### config.mk
export PLATFORM = sky130hd
export DESIGN_NAME = fp_cond_classifier
export DESIGN_NICKNAME = d
export VERILOG_FILES = /design/src/rtl/fp_cond_pkg.sv /design/src/rtl/fp_cond_ctrl.sv /design/src/rtl/fp_cond_classify.sv /design/src/rtl/fp_cond_status.sv /design/src/rtl/fp_cond_classifier.sv
export SDC_FILE = /design/constraint.sdc
export NUM_CORES = 1
export LEC_CHECK = 0
export ABC_AREA = 1
export CAP_MARGIN = 20
export CORE_ASPECT_RATIO = 1.2
export CORE_MARGIN = 8
export CORE_UTILIZATION = 32
export DETAILED_ROUTE_END_ITERATION = 16
export HOLD_SLACK_MARGIN = 0.1
export PLACE_DENSITY = 0.95
export SLEW_MARGIN = 25
export SYNTH_ARGS = -nofsm -noshare
export SYNTH_HDL_FRONTEND = slang
export SYNTH_SLANG_ARGS = --single-unit
### constraint.sdc
create_clock -name clk -period 2.4 [get_ports clk]
set_input_delay 0.24 -clock clk [delete_from_list [all_inputs] [get_ports clk]]
set_output_delay 0.24 -clock clk [all_outputs]
set_load 0.01 [all_outputs]
### src/rtl/fp_cond_pkg.sv
package fp_cond_pkg;
  // strobes that the control passes to the datapath
  typedef struct packed {
    logic doWrite;
    logic doLoad;
  } ctlStrobes_t;

  // classification result, in the order neg, zero, inf, nan
  typedef struct packed {
    logic neg;
    logic zero;
    logic inf;
    logic nan;
  } fpClass_t;
endpackage

### src/rtl/fp_cond_ctrl.sv
module fp_cond_ctrl
  import fp_cond_pkg::*;
(
  input  logic        clk,
  input  logic        rst,
  input  logic        loadEn,
  input  logic        wrEn,
  output ctlStrobes_t strobes
);
  always_comb begin
    strobes.doWrite = wrEn & ~rst;
    strobes.doLoad  = loadEn & ~wrEn & ~rst;
  end


  wr_over_load_chk: assert property (@(posedge clk) disable iff (rst)
    (wrEn && loadEn) |-> (strobes.doWrite && !strobes.doLoad));
endmodule

### src/rtl/fp_cond_classify.sv
module fp_cond_classify
  import fp_cond_pkg::*;
#(
  parameter int EXP_W  = 15,
  parameter int MANT_W = 64
) (
  input  logic [EXP_W:0]    signExp,
  input  logic [MANT_W-1:0] mant,
  output fpClass_t          cls
);
  localparam int FRAC_W = MANT_W - 1;

  logic [EXP_W-1:0] expField;
  logic             expZero;
  logic             expOnes;
  logic             fracZero;

  always_comb begin
    expField = signExp[EXP_W-1:0];
    expZero  = ~|expField;
    expOnes  = &expField;
    // the integer bit is left out of the fraction test
    fracZero = ~|mant[FRAC_W-1:0];
    cls.neg  = signExp[EXP_W];
    cls.zero = expZero & fracZero;
    cls.inf  = expOnes & fracZero;
    cls.nan  = expOnes & ~fracZero;
  end
endmodule

### src/rtl/fp_cond_status.sv
module fp_cond_status
  import fp_cond_pkg::*;
#(
  parameter int STATUS_W = 32,
  parameter int NEG_POS  = 27,
  parameter int ZERO_POS = 26,
  parameter int INF_POS  = 25,
  parameter int NAN_POS  = 24
) (
  input  logic                clk,
  input  logic                rst,
  input  ctlStrobes_t         strobes,
  input  fpClass_t            cls,
  input  logic [STATUS_W-1:0] wrData,
  output logic [STATUS_W-1:0] status
);
  localparam logic [STATUS_W-1:0] FLAG_MASK =
    (STATUS_W'(1) << NEG_POS) | (STATUS_W'(1) << ZERO_POS) |
    (STATUS_W'(1) << INF_POS) | (STATUS_W'(1) << NAN_POS);

  logic [STATUS_W-1:0] flagBits;
  logic [STATUS_W-1:0] nextStatus;

  always_comb begin
    flagBits = '0;
    flagBits[NEG_POS]  = cls.neg;
    flagBits[ZERO_POS] = cls.zero;
    flagBits[INF_POS]  = cls.inf;
    flagBits[NAN_POS]  = cls.nan;
    if (strobes.doWrite)
      nextStatus = wrData;
    else if (strobes.doLoad)
      nextStatus = (status & ~FLAG_MASK) | flagBits;
    else
      nextStatus = status;
  end

  always_ff @(posedge clk) begin
    if (rst) status <= '0;
    else     status <= nextStatus;
  end


  keep_other_bits_chk: assert property (@(posedge clk) disable iff (rst)
    $past(strobes.doLoad) && !$past(rst) |->
      ((status & ~FLAG_MASK) == ($past(status) & ~FLAG_MASK)));

  inf_nan_excl_chk: assert property (@(posedge clk) disable iff (rst)
    $past(strobes.doLoad) && !$past(rst) |-> !(status[INF_POS] && status[NAN_POS]));

  write_lands_chk: assert property (@(posedge clk) disable iff (rst)
    $past(strobes.doWrite) && !$past(rst) |-> status == $past(wrData));

  hold_chk: assert property (@(posedge clk) disable iff (rst)
    !$past(strobes.doWrite) && !$past(strobes.doLoad) && !$past(rst) |-> $stable(status));
endmodule

### src/rtl/fp_cond_classifier.sv
module fp_cond_classifier
  import fp_cond_pkg::*;
#(
  parameter int EXP_W    = 15,
  parameter int MANT_W   = 64,
  parameter int STATUS_W = 32,
  parameter int NEG_POS  = 27,
  parameter int ZERO_POS = 26,
  parameter int INF_POS  = 25,
  parameter int NAN_POS  = 24
) (
  input  logic                clk,
  input  logic                rst,
  input  logic                loadEn,
  input  logic [EXP_W:0]      signExp,
  input  logic [MANT_W-1:0]   mant,
  input  logic                wrEn,
  input  logic [STATUS_W-1:0] wrData,
  output logic [STATUS_W-1:0] status
);
  ctlStrobes_t strobes;
  fpClass_t    cls;

  fp_cond_ctrl u_ctrl (
    .clk(clk), .rst(rst), .loadEn(loadEn), .wrEn(wrEn), .strobes(strobes)
  );

  fp_cond_classify #(.EXP_W(EXP_W), .MANT_W(MANT_W)) u_classify (
    .signExp(signExp), .mant(mant), .cls(cls)
  );

  fp_cond_status #(
    .STATUS_W(STATUS_W), .NEG_POS(NEG_POS), .ZERO_POS(ZERO_POS),
    .INF_POS(INF_POS), .NAN_POS(NAN_POS)
  ) u_status (
    .clk(clk), .rst(rst), .strobes(strobes), .cls(cls),
    .wrData(wrData), .status(status)
  );


  neg_follows_sign_chk: assert property (@(posedge clk) disable iff (rst)
    $past(loadEn && !wrEn) && !$past(rst) |-> status[NEG_POS] == $past(signExp[EXP_W]));

  write_wins_chk: assert property (@(posedge clk) disable iff (rst)
    $past(loadEn && wrEn) && !$past(rst) |-> status == $past(wrData));
endmodule

==> results of run 1 <==
==> synthesized netlist by cell type, drive strengths merged <==
master	count
nand2	33
clkbuf	2
a21oi	10
nor2	108
inv	7
or2	2
dfxtp	32
nor3	1
o21ai	31
nand3	4
buf	7
nand4	1
==> layout make-up <==
class | count | share of cell area [%]
Timing Repair Buffer | 148 | 47.3
Clock buffer | 6 | 2.65
Sequential cell | 32 | 20.5
Clock inverter | 2 | 0.321
Inverter | 7 | 0.842
Tap cell | 58 | 2.32
Multi-Input combinational cell | 190 | 26.1
==> power groups by stage <==
stage	registers [mW]	clock network (mW)	logic (mW)
2_1_floorplan	0.620	0	0.0962
3_3_place_gp	0.600	0	0.393
3_5_place_dp	0.601	0	0.400
4_1_cts	0.590	0.427	0.402
5_1_grt	0.594	0.459	0.431
6_report	0.590	0.420	0.397
==> logic make-up after synthesis <==
| family | Yosys count | share of synthesized area (%) |
|---|---|---|
| simple gates | 149 | 39.3 |
| compound gates | 41 | 13.6 |
| flops | 32 | 41.7 |
| buf+inv | 16 | 5.37 |
==> layer usage <==
metal	part of all wire [%]	GRT usage, %
met5	0	0
met3	14	9.77
met2	47	27.0
met4	2.1	5.73
met1	37	16.2
==> how the worst max path moves through the flow <==
| stage | start | end | slack (ps) | depth (start not counted) |
|---|---|---|---|---|
| after floorplan | wrEn | u_status.status[24] | 1480 | 5 |
| after global placement | rst | u_status.status[26] | 740 | 5 |
| after detailed placement | rst | u_status.status[26] | 710 | 5 |
| after CTS | u_status.status[25] | status[25] | 940 | 1 |
| after global routing | rst | u_status.status[27] | 880 | 6 |
| final | u_status.status[26] | status[26] | 960 | 1 |
==> cells in the final DEF (no fill, tap or decap) <==
| cell type | count |
|---|---|
| nand3_1 | 4 |
| inv_2 | 4 |
| clkbuf_8 | 6 |
| o21ai_2 | 1 |
| nor2_2 | 1 |
| clkinv_2 | 2 |
| nor3_1 | 1 |
| clkdlybuf4s50_1 | 146 |
| inv_1 | 3 |
| nor2_1 | 105 |
| o21ai_1 | 22 |
| nand2_1 | 32 |
| nand2_4 | 1 |
| nor2_4 | 2 |
| o21ai_0 | 8 |
| dfxtp_1 | 32 |
| nand4_2 | 1 |
| a21oi_1 | 10 |
| buf_4 | 2 |
| or2_0 | 2 |
==> per-stage QoR <==
| step | worst slack (ps) | cells | hold WS (ps) |
|---|---|---|---|
| after detailed placement | 710 | 435 | 480 |
| after global routing | 878 | 443 | 530 |
| after floorplan | 1480 | 238 | 375 |
| final | 962 | 443 | 480 |
| after global placement | 745 | 435 | 469 |
| after CTS | 938 | 443 | 489 |
==> metrics.yaml, run 1 <==
pwr:
  total_power_mw: 1.41
  pwr-share-seq_pct: 41.9
  power.share.switching_pct: 24.5
  combPwrFrac_pct: 28.2
  p_clk_share_pct: 29.9
  vdd_drop_max_mv: 0.230
  internal_power_mw: 1.06
  p_sw_uw: 345
  p_per_area_nw_per_um2: 451
  p_leak_nw: 1.23
cells_and_area:
  multi_input_area_um2: 813
  largest_reg_flops: 32
  fillerInstances: 391
  syn_to_final_growth_pct: 103
  seq_area_um2: 641
  post_route_cells_drive_above_1_share_pct: 5.19
  final_area_um2: 3120
  diodes: 0
  reg_top3: "u_status.status x32"
  nNetsFinal: 500
  final_core_util_pct: 67.9
  regMostFlops: "u_status.status"
clock_tree:
  cts_max_path_buffers: 2
  post-cts-setup-buffers: 0
  cts_buffers: 5
  clkTransAtPathRegs_ps: 70
  cts_hold_buf: 0
  htreeDepth: 2
  cts_tree: "done"
  insertion_delay_ps: 270
  cts.sinks: 32
  cts_root_buf: "clkbuf_8"
  ctsResizeCount: 0
min_path:
  whs_path_depth: 2
  hp-start: "u_status.status[27]"
  min_to: "u_status.status[27]"
  hold_path_class: "reg -> reg"
setup_path:
  crit_path_cell_trace: "clkdlybuf4s50_1"
  critPathSlowestCell: "clkdlybuf4s50_1"
  worstPathArrival_ps: 1200
  reg2reg_slack_ps: 1720
  crit_fanout: 2
  ff2ff_path_depth: 2
  crit_family: "buffers and inverters"
  required_ps: 2160
  r2r-end: "u_status.status[6]"
  start_kind: "flip-flop"
  cpPeakStageDelay_ps: 590
  path_class: "reg -> out"
  reg2reg_from: "u_status.status[6]"
  cp-end-kind: "output pin"
  crit_buf_inv: 1
floorplan:
  start_util_pct: 33.4
  core_area_um2: 4590
  die_area_um2: 7280
  dieHeight_um: 91.9
  io-pin-count: 148
  rows: 27
  die_w_um: 79.3
timing:
  timing.final.hold_violations: 0
  fin_skew_ps: 0
  fin_crit_ps: 1440
  max_freq_mhz: 695
  rsz0062_at_grt: "no"
  tightestPinTransition_ps: 552
  drv_slew: 0
  fin_tns_setup_ps: 0
  setup_viol: 0
  relSlewSlack_pct: 63.2
  fin_crit_sh_pct: 59.9
synth:
  yosys_warnings: 0
  ys_seq_area_share_pct: 41.7
  yosysTopAreaCell: "dfxtp_1"
  synth.distinct_cells: 20
  syn_avg_cell_area_um2: 6.46
  syn_area_um2: 1540
  synthTopCellsByArea: "dfxtp_1, nor2_1, nand2_1"
  synth_top_cell_area_share_pct: 41.7
  synth-seq-cells: 32
  syn_nets: 354
  netlist_instances: 238
status:
  status: "completed"
drt:
  wire_per_inst_um: 13.6
  drt-initial-drc-count: 83
  wl_um: 6040
  routed_via_density: 4.60
  ant_nets: 0
  drcViolationCount: 0
  dr.pass1.iters: 4
  num_vias: 2040
placed_design:
  place_area_um2: 3030
  portBuffers: 146
  hpwlAfterDp_um: 5120
  place.gp.congestion: 0.742
global_route:
  grt_pass1_wl_um: 9630
  grt_pass1_vias: 2109
  grt_max_degree: 36
  grt.total_usage_pct: 16.2
  grt_overflow: 0
  antenna_found_initial: 0
job:
  drv_cap: 0
(Power assumes the default switching activity.)
==> inputs of run 2 (changes only) <==
--- a/config.mk
+++ b/config.mk
@@ -9,10 +9,10 @@
 export CAP_MARGIN = 20
 export CORE_ASPECT_RATIO = 1.2
 export CORE_MARGIN = 8
-export CORE_UTILIZATION = 32
+export CORE_UTILIZATION = 27
 export DETAILED_ROUTE_END_ITERATION = 16
 export HOLD_SLACK_MARGIN = 0.1
-export PLACE_DENSITY = 0.95
+export PLACE_DENSITY = 0.89
 export SLEW_MARGIN = 25
 export SYNTH_ARGS = -nofsm -noshare
 export SYNTH_HDL_FRONTEND = slang
==> constraint.sdc (replaced) <==
create_clock -name clk -period 1.18 [get_ports clk]
set_input_delay 0.118 -clock clk [delete_from_list [all_inputs] [get_ports clk]]
set_output_delay 0.118 -clock clk [all_outputs]
set_load 0.01 [all_outputs]
==> metrics.yaml, run 2 (synthesis gave the netlist of run 1 again) <==
drt:
  dr.pass1.iters: 4  # unchanged
  drt-initial-drc-count: 83  # unchanged
  wire_per_inst_um: 13.3  # -2.1%
  ant_nets: 0  # unchanged
  num_vias: 2058  # +0.88%
  wl_um: 6090  # +0.79%
  drcViolationCount: 0  # unchanged
  routed_via_density: 4.51  # -2.0%
floorplan:
  start_util_pct: 27.5  # -6.0 points
  dieHeight_um: 98.6  # +7.3%
  die_area_um2: 8370  # +15%
  core_area_um2: 5590  # +22%
  rows: 30  # +11%
  die_w_um: 84.9  # +7.1%
  io-pin-count: 148  # unchanged
job:
  drv_cap: 0  # unchanged
pwr:
  internal_power_mw: 2.28  # +110%
  combPwrFrac_pct: 25.7  # -2.5 points
  pwr-share-seq_pct: 39.9  # -2.0 points
  total_power_mw: 3.00  # +110%
  p_leak_nw: 1.37  # +11%
  vdd_drop_max_mv: 0.562  # +140%
  p_sw_uw: 723  # +110%
  power.share.switching_pct: 24.1  # -0.45 points
  p_per_area_nw_per_um2: 949  # +110%
  p_clk_share_pct: 34.4  # +4.5 points
clock_tree:
  cts_buffers: 5  # unchanged
  cts_root_buf: "clkbuf_8"
  htreeDepth: 2  # unchanged
  insertion_delay_ps: 280  # about the same
  cts.sinks: 32  # unchanged
  clkTransAtPathRegs_ps: 70  # about the same
  cts_hold_buf: 0  # unchanged
  cts_max_path_buffers: 2  # unchanged
  cts_tree: "done"
setup_path:
  cpPeakStageDelay_ps: 330  # -260 ps
  reg2reg_slack_ps: 550  # -1170 ps
  crit_family: "flip-flops"
  r2r-end: "u_status.status[9]"
  crit_buf_inv: 1  # unchanged
  path_class: "reg -> out"
  worstPathArrival_ps: 930  # -270 ps
  crit_fanout: 2  # unchanged
  crit_path_cell_trace: "dlygate4sd2_1"
  reg2reg_from: "u_status.status[9]"
  required_ps: 1060  # -1100 ps
  ff2ff_path_depth: 2  # unchanged
  start_kind: "flip-flop"
  cp-end-kind: "output pin"
  critPathSlowestCell: "dfxtp_1"
cells_and_area:
  diodes: 0  # unchanged
  syn_to_final_growth_pct: 106
  nNetsFinal: 507  # +1.4%
  final_cell_mix: "clkdlybuf4s50_1, nor2_1, nand2_1, dlygate4sd2_1, dfxtp_1"
  fillerInstances: 530  # +36%
  reg_top3: "u_status.status x32"
  regMostFlops: "u_status.status"
  multi_input_area_um2: 813  # unchanged
  largest_reg_flops: 32  # unchanged
  post_route_cells_drive_above_1_share_pct: 6.89  # +1.7 points
  seq_area_um2: 641  # unchanged
  layout_commonest_cell: "clkdlybuf4s50_1"
placed_design:
  portBuffers: 146  # unchanged
  dp_slack_ps: -193  # -903 ps
  hpwlAfterDp_um: 5270  # +3.0%
  place.gp.congestion: 0.705  # -5.1%
min_path:
  whs_path_depth: 3  # +1
  hold_path_class: "in -> reg"
  min_to: "u_status.status[18]"
  hp-start: "wrData[18]"
timing:
  fin_tns_setup_ps: 0  # unchanged
  fin_skew_ps: 0  # unchanged
  max_freq_mhz: 950
  rsz0062_at_grt: "no"
  drv_slew: 0  # unchanged
  timing.final.hold_violations: 0  # unchanged
  setup_viol: 0  # unchanged
  relSlewSlack_pct: 81.6  # +18 points
  fin_crit_sh_pct: 89.2
  tightestPinTransition_ps: 276  # -276 ps
  fin_crit_ps: 1050
  holdWs_ps: 422  # -57.8 ps
  fin_ws_ps: 128  # -834 ps
global_route:
  grt_overflow: 0  # unchanged
  grt.total_usage_pct: 14.5  # -1.8 points
  antenna_found_initial: 0  # unchanged
  grt_max_degree: 29  # -19%
  grt_pass1_vias: 2231  # +5.8%
  grt_pass1_wl_um: 9850  # +2.2%
status:
  status: "completed"
## run 2: layout make-up
class	instances	area share [%]
Tap cell	64	2.53
Clock buffer	5	2.18
Timing Repair Buffer	155	47.1
Multi-Input combinational cell	190	25.7
Clock inverter	3	1.34
Inverter	7	0.910
Sequential cell	32	20.3
## run 2: power by group through the flow
stage                     Clock, mW  Sequential, mW  Combinational [mW]
final                          1.03            1.20               0.771
after floorplan                   0            1.26               0.196
after global routing           1.13            1.21               0.840
after global placement            0            1.22               0.817
after CTS                      1.07            1.20               0.782
after detailed placement          0            1.22               0.834
## run 2: worst reg2reg max path: stages (launching register included)
cell and delay, ps:
dfxtp_1 310, o21ai_0 150, nor2_1 70
## run 2: per-stage QoR
stage               cells  utilization, %  area (um^2)
global route          456            56.6         3160
CTS                   456            56.5         3160
detailed placement    448            55.2         3090
finish                456            56.6         3160
floorplan             238               -         1540
global placement      448            55.2         3090
## run 2: worst max-delay path by stage
stage / slack [ps] / startpoint / cells after the start / to
floorplan: 380 / wrEn / 5 / u_status.status[24]
global placement: -180 / mant[32] / 9 / u_status.status[24]
detailed placement: -190 / wrEn / 5 / u_status.status[20]
CTS: 100 / wrEn / 5 / u_status.status[20]
global route: 30 / mant[56] / 9 / u_status.status[24]
finish: 130 / u_status.status[26] / 1 / status[26]
## run 2: routing by layer
metal	routed length [um]	vias up	track usage (%)	part of all wire, %
met1	2340	866	14.0	39
met4	144	0	5.22	2.4
met2	2780	125	24.6	46
met3	817	11	8.99	13
met5	0	-	0	0
li1	-	1056	-	-
## run 2: what timing repair did
item,in CTS,in global routing
setup endpoints to repair,32,2
buffers inserted,0,0
gates resized for setup,32,2
